===== src/rtl/dual_clkdiv_pkg.sv =====
package dual_clkdiv_pkg;

    localparam int NUM_DIV = 2;
    localparam int CODE_W  = 3;
    localparam int CNT_W   = 4;

    typedef logic [CODE_W-1:0] ratio_code_t;
    typedef logic [CNT_W-1:0]  div_cnt_t;

    // Per-divider status handed to the sync and output logic
    typedef struct packed {
        logic at_end;   // last source cycle of the current period
        logic parked;   // holding low, waiting for the common restart
        logic hi;       // divided level for ratios 2 and above
        logic pass;     // ratio 1 active: source clock passes through
    } div_stat_t;

    // Final count value of a period (ratio minus one)
    function automatic div_cnt_t last_count(ratio_code_t code);
        case (code)
            3'd6:    return div_cnt_t'(7);
            3'd7:    return div_cnt_t'(15);
            default: return div_cnt_t'(code);
        endcase
    endfunction

    // Number of high cycles per period (ratio divided by two, rounded down)
    function automatic div_cnt_t high_count(ratio_code_t code);
        div_cnt_t r;
        case (code)
            3'd6:    r = div_cnt_t'(8);
            3'd7:    r = div_cnt_t'(0);
            default: r = div_cnt_t'(code) + div_cnt_t'(1);
        endcase
        if (code == 3'd7) return div_cnt_t'(8);
        return r >> 1;
    endfunction

endpackage


===== src/rtl/dual_clkdiv_div.sv =====
module dual_clkdiv_div
    import dual_clkdiv_pkg::*;
(
    input  logic        clk_i,
    input  logic        rst_i,
    input  logic        load_i,
    input  logic        park_req_i,
    input  ratio_code_t code_i,
    output div_stat_t   stat_o,
    output div_cnt_t    cnt_o,
    output ratio_code_t code_o
);

    div_cnt_t    cnt_q;
    ratio_code_t code_q;
    logic        park_q;
    logic        at_end;

    assign at_end = (cnt_q == last_count(code_q));

    always_ff @(posedge clk_i) begin
        if (rst_i || load_i) begin
            cnt_q  <= '0;
            code_q <= code_i;
            park_q <= 1'b0;
        end else if (!park_q) begin
            if (at_end) begin
                if (park_req_i) begin
                    park_q <= 1'b1;
                end else begin
                    cnt_q <= '0;
                end
            end else begin
                cnt_q <= cnt_q + div_cnt_t'(1);
            end
        end
    end

    always_comb begin
        stat_o.at_end = at_end && !park_q;
        stat_o.parked = park_q;
        stat_o.hi     = !park_q && (code_q != '0) && (cnt_q < high_count(code_q));
        stat_o.pass   = !park_q && (code_q == '0);
    end

    assign cnt_o  = cnt_q;
    assign code_o = code_q;

endmodule


===== src/rtl/dual_clkdiv_sync.sv =====
module dual_clkdiv_sync
    import dual_clkdiv_pkg::*;
(
    input  ratio_code_t [NUM_DIV-1:0] cfg_i,
    input  ratio_code_t [NUM_DIV-1:0] act_i,
    input  div_stat_t   [NUM_DIV-1:0] stat_i,
    output logic                      pend_o,
    output logic                      load_o
);

    logic pend;
    logic ready;
    logic any_parked;

    always_comb begin
        pend       = 1'b0;
        ready      = 1'b1;
        any_parked = 1'b0;
        for (int d = 0; d < NUM_DIV; d++) begin
            pend       = pend | (cfg_i[d] != act_i[d]);
            ready      = ready & (stat_i[d].parked | stat_i[d].at_end);
            any_parked = any_parked | stat_i[d].parked;
        end
    end

    assign pend_o = pend;
    // restart once every divider sits at a period end or is parked
    assign load_o = ready & (pend | any_parked);

endmodule


===== src/rtl/dual_clkdiv_out.sv =====
module dual_clkdiv_out
    import dual_clkdiv_pkg::*;
(
    input  logic                      clk_i,
    input  logic                      rst_i,
    input  logic                      force_low_i,
    input  logic [NUM_DIV-1:0]        en_i,
    input  logic                      sel_i,
    input  div_stat_t [NUM_DIV-1:0]   stat_i,
    output logic [NUM_DIV-1:0]        lvl_o,
    output logic [NUM_DIV-1:0]        oe_o,
    output logic [NUM_DIV-1:0]        clk_o
);

    logic [NUM_DIV-1:0] src_hi;
    logic [NUM_DIV-1:0] src_pass;
    logic [NUM_DIV-1:0] gate;
    logic [NUM_DIV-1:0] lvl_q;
    logic [NUM_DIV-1:0] oe_q;
    logic [NUM_DIV-1:0] pass_q;

    for (genvar o = 0; o < NUM_DIV; o++) begin : g_route
        if (o == 0) begin : g_first
            assign src_hi[o]   = stat_i[0].hi;
            assign src_pass[o] = stat_i[0].pass;
        end else begin : g_other
            assign src_hi[o]   = sel_i ? stat_i[o].hi   : stat_i[0].hi;
            assign src_pass[o] = sel_i ? stat_i[o].pass : stat_i[0].pass;
        end
        assign gate[o] = en_i[o] & ~force_low_i;
    end

    always_ff @(posedge clk_i) begin
        if (rst_i) begin
            lvl_q <= '0;
            oe_q  <= '0;
        end else begin
            lvl_q <= gate & src_hi;
            oe_q  <= en_i;
        end
    end

    // ratio-1 gate changes only while the source clock is low
    always_ff @(negedge clk_i) begin
        if (rst_i) begin
            pass_q <= '0;
        end else begin
            pass_q <= gate & src_pass;
        end
    end

    assign lvl_o = lvl_q;
    assign oe_o  = oe_q;
    assign clk_o = lvl_q | ({NUM_DIV{clk_i}} & pass_q);

endmodule


===== src/rtl/dual_clkdiv.sv =====
module dual_clkdiv
    import dual_clkdiv_pkg::*;
(
    input  logic       clk_src_i,
    input  logic       rst_i,
    input  logic [2:0] ratio0_i,
    input  logic [2:0] ratio1_i,
    input  logic       force_low_i,
    input  logic [1:0] out_en_i,
    input  logic       out1_from_div1_i,
    output logic [1:0] clk_o,
    output logic [1:0] oe_o
);

    ratio_code_t [NUM_DIV-1:0] cfg_w;
    ratio_code_t [NUM_DIV-1:0] code_w;
    div_cnt_t    [NUM_DIV-1:0] cnt_w;
    div_stat_t   [NUM_DIV-1:0] stat_w;
    logic        [NUM_DIV-1:0] lvl_w;
    logic                      pend_w;
    logic                      load_w;

    assign cfg_w = {ratio1_i, ratio0_i};

    for (genvar d = 0; d < NUM_DIV; d++) begin : g_div
        dual_clkdiv_div u_div (
            .clk_i      (clk_src_i),
            .rst_i      (rst_i),
            .load_i     (load_w),
            .park_req_i (pend_w),
            .code_i     (cfg_w[d]),
            .stat_o     (stat_w[d]),
            .cnt_o      (cnt_w[d]),
            .code_o     (code_w[d])
        );
    end

    dual_clkdiv_sync u_sync (
        .cfg_i  (cfg_w),
        .act_i  (code_w),
        .stat_i (stat_w),
        .pend_o (pend_w),
        .load_o (load_w)
    );

    dual_clkdiv_out u_out (
        .clk_i       (clk_src_i),
        .rst_i       (rst_i),
        .force_low_i (force_low_i),
        .en_i        (out_en_i),
        .sel_i       (out1_from_div1_i),
        .stat_i      (stat_w),
        .lvl_o       (lvl_w),
        .oe_o        (oe_o),
        .clk_o       (clk_o)
    );

endmodule


===== config.mk =====
export PLATFORM = sky130hd
export DESIGN_NAME = dual_clkdiv
export DESIGN_NICKNAME = d
export VERILOG_FILES = /design/src/rtl/dual_clkdiv_pkg.sv /design/src/rtl/dual_clkdiv_div.sv /design/src/rtl/dual_clkdiv_sync.sv /design/src/rtl/dual_clkdiv_out.sv /design/src/rtl/dual_clkdiv.sv
export SDC_FILE = /design/constraint.sdc
export NUM_CORES = 1
export LEC_CHECK = 0
export BUFFER_PORTS_ARGS = -buffer_cell sky130_fd_sc_hd__buf_4
export CAP_MARGIN = 15
export CORE_ASPECT_RATIO = 0.9
export CORE_MARGIN = 10
export CORE_UTILIZATION = 52
export CTS_CLUSTER_DIAMETER = 120
export DETAILED_ROUTE_END_ITERATION = 6
export PLACE_DENSITY = 0.8
export SYNTH_ARGS = -nofsm -noshare
export SYNTH_HDL_FRONTEND = slang
export SYNTH_SLANG_ARGS = --single-unit

===== constraint.sdc =====
create_clock -name clk_src_i -period 2.39 [get_ports clk_src_i]
set_input_delay 0.3585 -clock clk_src_i [delete_from_list [all_inputs] [get_ports clk_src_i]]
set_output_delay 0.3585 -clock clk_src_i [all_outputs]
set_load 0.005 [all_outputs]

# Word level (Yosys, flattened, before mapping)

Cells that the tools add are included.

Logic and storage cells: 78
Output and inout port bits: 4
Bits in registers: 22
Bits of input ports: 12

$add $sub $neg: 4
$lt $le $gt $ge: 2
Equality and inequality tests: 10
Mux-type cells: 20
Bitwise logic cells: 16
Reductions and logical operators: 17

Operators by type and width:

| cell                | number |
|---|---|
| $pmux 4 s2          | 4 |
| $mux 4              | 7 |
| $eq 3x3->1 const B  | 4 |
| $mux 1              | 9 |
| $add 3x1->4 const B | 2 |
| $add 4x1->4 const B | 2 |
| $eq 4x4->1          | 2 |
| $logic_and 1x1->1   | 8 |
| $lt 4x4->1          | 2 |
| $and 2x2->2         | 3 |
| $logic_not 3->1     | 2 |
| $ne 3x3->1          | 2 |
| $reduce_bool 3->1   | 2 |
| $or 1x1->1          | 5 |
| $and 1x1->1         | 4 |
| $ne 2x2->1 const B  | 2 |
| $reduce_and 2->1    | 2 |
| $not 1->1           | 3 |
| $logic_not 1->1     | 2 |
| $or 2x2->2          | 1 |
| $logic_or 1x1->1    | 1 |

# Logic depth before layout (Yosys ltp)

Gate-level depths: netlist of run 1.

Word-level depth: 8
Gate-level depth with buffers: 9
Gate-level depth less buffers: 8

# Modules after synthesis

A second synthesis of run 1 with hierarchy kept.

Cells, all modules: 156
Area total of the unflattened synthesis: 1477.7 µm²

Modules (own cells, without submodules):

| module                           | area an instance (µm²) | cells each | instances | sequential area each (µm²) |
|---|---|---|---|---|
| dual_clkdiv_div (g_div[0].u_div) | 654.4                  | 68         | 1         | 190.2 |
| dual_clkdiv_div (g_div[1].u_div) | 525.5                  | 57         | 1         | 190.2 |
| dual_clkdiv_out                  | 209.0                  | 19         | 1         | 120.1 |
| dual_clkdiv_sync                 | 88.8                   | 12         | 1         | 0.0 |

==> results.py, run 1 <==
metrics = {
    "detailed_routing": {
        "final_antenna_net_count": 0,
        "vias": 1319,
        "firstDrtPassIters": 4,
        "wl_per_cell_um": 16.6,
        "initialDrtViolationCount": 100,
        "drt-total-wl_mm": 3.60,
        "viasPerCell": 6.08,
        "drc": 0,
    },
    "setup_path": {
        "endpoint_kind": "output port",
        "rr_startpoint": "g_div[1].u_div.code_o[1]",
        "cp-start-kind": "flip-flop",
        "r2r_cells": 7,
        "timing.rr.end": "g_div[0].u_div.code_o[2]",
        "ff2ff_setup_slack_ns": 0.01,
        "crit_fanout": 1,
        "cp.required_ns": 2.03,
        "critPathArrivalTime_ns": 2.28,
        "path_class": "flip-flop to output port",
    },
    "grt": {
        "overflow": 0,
        "grt_first_pass_wirelength_mm": 5.82,
        "grt_pass1_vias": 1307,
        "grt_util_all_layers_pct": 14.3,
        "grt_max_degree": 13,
        "antenna_found_initial": 0,
    },
    "timing": {
        "holdWs_ns": 0.112,
        "drv_slew": 0,
        "rsz0062_at_grt": "yes",
        "maxSlewHeadroom_pct": 72.7,
        "hold_viol_final": 0,
        "skew_ns": 0.0791,
        "setup_ws_ns": -0.245,
        "setup_viol": 2,
        "tightest_slew_ns": 0.406,
    },
    "final_layout": {
        "layout.nets": 209,
        "fillers": 185,
        "design_area_um2": 1740,
        "drive_gt1_share_pct": 28.0,
        "diodes": 0,
        "areaGrowthSynthToFinish_pct": 23.1,
    },
    "placement": {
        "numPortBuffers": 15,
        "place_area_um2": 1600,
        "hpwl_mm": 2.53,
        "place.gp.congestion": 0.796,
    },
    "yosys": {
        "synth-main-ff-cell": "dfxtp_1",
        "synth_nets": 178,
        "synth_area_leader_cell": "dfxtp_1",
        "yosysMostFrequentCell": "dfxtp_1",
        "yosys_warnings": 0,
        "avgSynthCellArea_um2": 8.92,
        "synth_cell_types": 43,
        "synthTopCellsByCount": "dfxtp_1, nand2_1, nand3_1",
        "netlist_area_um2": 1410,
        "synth_enable_flop_cells": 6,
        "syn_inst": 158,
        "yosysTopAreaCellShare_pct": 22.7,
        "synth_seq_area_share_pct": 35.5,
        "ys_seq_elements": 22,
        "synthArstFlopShare_pct": 0,
        "yosys-top-cells-area": "dfxtp_1, edfxtp_1, ha_1",
    },
    "cts": {
        "clk_latency_ns": 0.50,
        "worst_setup_hold_path_clk_slew_ns": 0.12,
        "cts_tree": "built",
        "ctsHoldBuffers": 0,
    },
    "die": {
        "core_area_um2": 2530,
        "initial_core_util_pct": 55.7,
        "rows": 17,
        "top_level_ports": 16,
        "die_y_um": 69.4,
        "die_w_um": 74.9,
        "dieArea_um2": 5200,
    },
    "status": {
        "violations": "setup timing",
        "status": "complete, but fails checks",
    },
    "worst_hold_path": {
        "min_to": "g_div[0].u_div.code_o[1]",
        "holdPathStages": 1,
        "min-delay-start": "ratio0_i[1]",
        "hp-class": "input pin to flip-flop",
    },
    "power": {
        "ir_worst_vdd_v": 0.000563,
        "power_density_nw_per_um2": 1100,
        "p_leak_nw": 0.733,
    },
    "flow_run": {
        "drv_cap": 0,
    },
}
[metal layers]
layer  global-route usage [%]  vias up  part of all wire [%]
li1                         -      638                     -
met1                     16.7      629                    41
met2                     21.1       45                    49
met3                     6.56        7                   8.5
met4                     7.50        0                   1.3
met5                        0        -                     0
[flip-flops by register name, indices dropped and copies added (netlist names)]
register,flops
u_out.pass_q,2
g_div.u_div.code_o,6
u_out.lvl_o,2
g_div.u_div.cnt_o,8
g_div.u_div.park_q,2
u_out.oe_o,2
[cells by family after synthesis]
| logic type | count (synthesis) | synth area share, % |
|---|---|---|
| DFF | 22 | 35.5 |
| buffers and inverters | 13 | 4.97 |
| xor gates and xnor gates | 8 | 4.97 |
| adders and majority gates | 8 | 7.10 |
| and+or+nand+nor | 70 | 27.5 |
| muxes | 3 | 2.22 |
| AOI/OAI and AO/OA | 34 | 17.7 |
[area by class of cell]
cell class	instances	area, µm²	share of cell area [%]
clock inverters	3	25.0	1.44
flip-flops and latches	22	502	28.9
well taps	28	35.0	2.02
multi-input cells	123	873	50.3
repair buffers	29	218	12.5
clock buffers	10	75.1	4.33
inverters	2	7.51	0.433
[worst max-delay path: stages (launching register included)]
cell	delay (ns)
dfxtp_1	0.30
a21o_1	0.15
buf_4	0.13
[worst max path at each step]
stage,startpoint,endpoint,slack (ns),depth (start not counted)
6_report,u_out.pass_q[0],clk_o[0],-0.24,2
5_1_grt,u_out.pass_q[0],clk_o[0],-0.28,2
4_1_cts,u_out.pass_q[0],clk_o[0],-0.25,2
3_5_place_dp,g_div[1].u_div.code_o[1],g_div[0].u_div.code_o[1],0.07,7
3_3_place_gp,g_div[1].u_div.code_o[2],u_out.pass_q[1],0.11,3
2_1_floorplan,g_div[1].u_div.code_o[1],g_div[0].u_div.code_o[0],0.03,8
[where the power goes]
group	total, mW	switching [mW]	internal, mW
Combinational	0.898	0.469	0.429
Clock	0.371	0.160	0.212
Sequential	0.641	0.147	0.494
[layout by cell type, fill, tap and decap left out, types with 7 or more instances in the layout]
| master | n |
|---|---|
| nand2_1 | 14 |
| dfxtp_1 | 15 |
| a21oi_1 | 9 |
| buf_4 | 30 |
| clkbuf_4 | 7 |
| nor2_1 | 10 |
| ha_1 | 7 |
| nand3_1 | 13 |
[metrics by stage]
stage / setup TNS, ns / instances / power [mW] / worst slack (ns) / util [%]
after detailed placement: 0 / 204 / 1.48 / 0.0716 / 63.1
final: -0.482 / 217 / 1.91 / -0.245 / 68.6
after global routing: -1.51 / 217 / 2.07 / -0.284 / 68.6
after CTS: -0.484 / 214 / 1.84 / -0.254 / 66.3
after global placement: 0 / 204 / 1.42 / 0.110 / 63.1
after floorplan: 0 / 158 / 1.22 / 0.0270 / -
[timing repair]
action,4_1_cts,5_1_grt
resized for setup,2,5
buffers inserted,0,3
endpoints found under the setup margin,2,19
pin swaps,1,4
(Power assumes the default switching activity.)
==> run 2: changes to the inputs <==
--- a/config.mk
+++ b/config.mk
@@ -15,4 +15,5 @@
 export PLACE_DENSITY = 0.8
 export SYNTH_ARGS = -nofsm -noshare
 export SYNTH_HDL_FRONTEND = slang
+export SYNTH_HIERARCHICAL = 1
 export SYNTH_SLANG_ARGS = --single-unit
==> run 2 against run 1 <==
Setup slack improved by 0.0054 ns. Final area is 29% higher. Wire length increased by 57%. Sequential power fell by 6.6%. Worst hold slack better by 0.0034 ns. Flip-flop and latch count unchanged. Power down 3.4%. Clock skew down 0.0069 ns. Clock-buffer cell count stayed put. The flow still finishes with violations (setup timing). Highest routed layer unchanged.
==> results.py, run 2 <==
metrics = {
    "status": {
        "status": "complete, but fails checks",
        "violations": "setup timing",
    },
    "timing": {
        "drv_slew": 0,
        "finalSetupTns_ns": -0.862,
        "rsz0062_at_grt": "yes",
        "setup_ws_ns": -0.239,
        "setup_viol": 11,
        "skew_ns": 0.0722,
        "hold_viol_final": 0,
        "maxSlewHeadroom_pct": 61.7,
        "tightest_slew_ns": 0.559,
    },
    "detailed_routing": {
        "vias": 1598,
        "firstDrtPassIters": 4,
        "viasPerCell": 6.32,
        "highest_layer": "met4",
        "drt-total-wl_mm": 5.66,
        "dr_wl_met3_um": 482,
        "final_antenna_net_count": 0,
        "met1Wirelength_mm": 2.14,
        "wl_per_cell_um": 22.4,
        "initialDrtViolationCount": 192,
        "drc": 0,
        "met2_length_mm": 2.72,
    },
    "yosys": {
        "netlist_area_um2": 1480,
        "synth_seq_area_share_pct": 33.9,
        "synth_cell_types": 52,
        "yosysTopAreaCellShare_pct": 21.7,
        "synth_area_leader_cell": "dfxtp_1",
        "ys_seq_elements": 22,
        "yosysMostFrequentCell": "dfxtp_1",
        "synthTopCellsByCount": "dfxtp_1, nand3_1, nor2_1",
        "avgSynthCellArea_um2": 9.47,
        "synth_nets": 176,
        "yosys_warnings": 6,
        "syn_inst": 156,
        "synthArstFlopShare_pct": 0,
        "synth_enable_flop_cells": 6,
        "synth-main-ff-cell": "dfxtp_1",
        "yosys-top-cells-area": "dfxtp_1, edfxtp_1, ha_1",
    },
    "die": {
        "die_w_um": 76.2,
        "die_y_um": 70.6,
        "initial_core_util_pct": 54.2,
        "rows": 18,
        "dieArea_um2": 5380,
        "top_level_ports": 16,
        "core_area_um2": 2730,
    },
    "grt": {
        "overflow": 0,
        "grt_pass1_vias": 1484,
        "grt_first_pass_wirelength_mm": 6.94,
        "grt_util_all_layers_pct": 16.1,
        "grt_max_degree": 14,
        "antenna_found_initial": 0,
    },
    "final_layout": {
        "fillers": 129,
        "final_common_cell": "buf_4",
        "regArea_um2": 502,
        "layout.nets": 232,
        "areaGrowthSynthToFinish_pct": 51.2,
        "final_cell_mix": "buf_4, dfxtp_1, nand3_1",
        "largest_register_ffs": 8,
        "drive_gt1_share_pct": 50.5,
        "multiInputGateArea_um2": 1130,
    },
    "flow_run": {
        "drv_cap": 0,
    },
    "cts": {
        "clk_latency_ns": 0.50,
        "worst_setup_hold_path_clk_slew_ns": 0.13,
        "cts_tree": "built",
    },
    "setup_path": {
        "crit_cells": 2,
        "r2r_cells": 4,
        "crit_fanout": 1,
        "crit_chain": "a21o_1 > buf_6",
        "cp.required_ns": 2.03,
        "cp_slowest_cell": "dfxtp_2",
        "max_stage_delay_ns": 0.31,
        "crit_buf_inv": 1,
        "cp-start-kind": "flip-flop",
        "path_delay_family": "flip-flops",
        "path_class": "flip-flop to output port",
        "critPathArrivalTime_ns": 2.27,
        "endpoint_kind": "output port",
    },
    "power": {
        "p_leak_nw": 0.969,
        "ir_worst_vdd_v": 0.000469,
        "power_mw": 1.85,
        "power_density_nw_per_um2": 826,
    },
    "worst_hold_path": {
        "holdPathStages": 1,
        "hp-class": "input pin to flip-flop",
    },
    "placement": {
        "numPortBuffers": 15,
        "place.gp.congestion": 0.913,
        "hpwl_mm": 2.94,
    },
}
==> run 2: path summary, 6_finish.rpt <==
check	start	endpoint	slack [ns]
setup / recovery	u_out/pass_q[0]	clk_o[0]	-0.24
hold / removal	ratio1_i[0]	g_div[1].u_div/code_o[0]	0.11
setup reg to reg	g_div[0].u_div/code_o[2]	u_out/pass_q[1]	-0.07
hold reg to reg	g_div[1].u_div/cnt_o[3]	g_div[1].u_div/cnt_o[3]	0.58
==> run 2: through the flow <==
stage / std cells / hold slack, ns / utilization (%) / area [µm²] / setup WS, ns
floorplan: 156 / 0.457 / - / 1490 / 0.0214
global placement: 225 / 0.514 / 64.9 / 1770 / 0.0363
detailed placement: 225 / 0.523 / 64.9 / 1770 / -0.0865
CTS: 241 / 0.108 / 72.0 / 1960 / -0.229
global route: 252 / 0.0886 / 81.9 / 2230 / -0.270
finish: 253 / 0.115 / 82.0 / 2230 / -0.239
==> run 2: cell families after synthesis <==
group / share of synthesized area (%)
AOI/OAI and AO/OA: 19.8
xor gates and xnor gates: 5.25
buffers and inverters: 5.08
DFF: 33.9
adders and majority gates: 6.77
and+or+nand+nor: 26.3
muxes: 2.88
==> run 2: report_power, final <==
| group | internal, mW | switching, mW |
|---|---|---|
| logic | 0.410 | 0.407 |
| registers | 0.454 | 0.145 |
| clock network | 0.265 | 0.166 |
| total | 1.13 | 0.718 |
==> run 2: layer usage <==
layer	GRT usage [%]	vias up
met3	5.56	30
li1	-	696
met1	16.3	757
met2	28.4	115
met4	9.48	0
met5	0	-
==> run 2: worst reg2reg max path: stages (launching register included) <==
cell and delay [ns]:
edfxtp_1 0.54, buf_6 0.18, nor4_4 0.29, mux2i_1 0.14
nor2_1 0.12
==> run 2: timing repair <==
action	4_1_cts	5_1_grt
setup endpoints to repair	7	18
pin swaps	4	17
setup buffers	6	11
resized for setup	10	38
hold buffers	0	0
==> run 2: layout make-up <==
cell class,count,area share (%)
multi-input combinational,120,50.4
sequential,22,22.5
timing repair buffer,53,18.8
clock buffer,10,3.53
tap,40,2.24
clock inverter,3,1.68
inverter,4,0.784
antenna,1,0.112
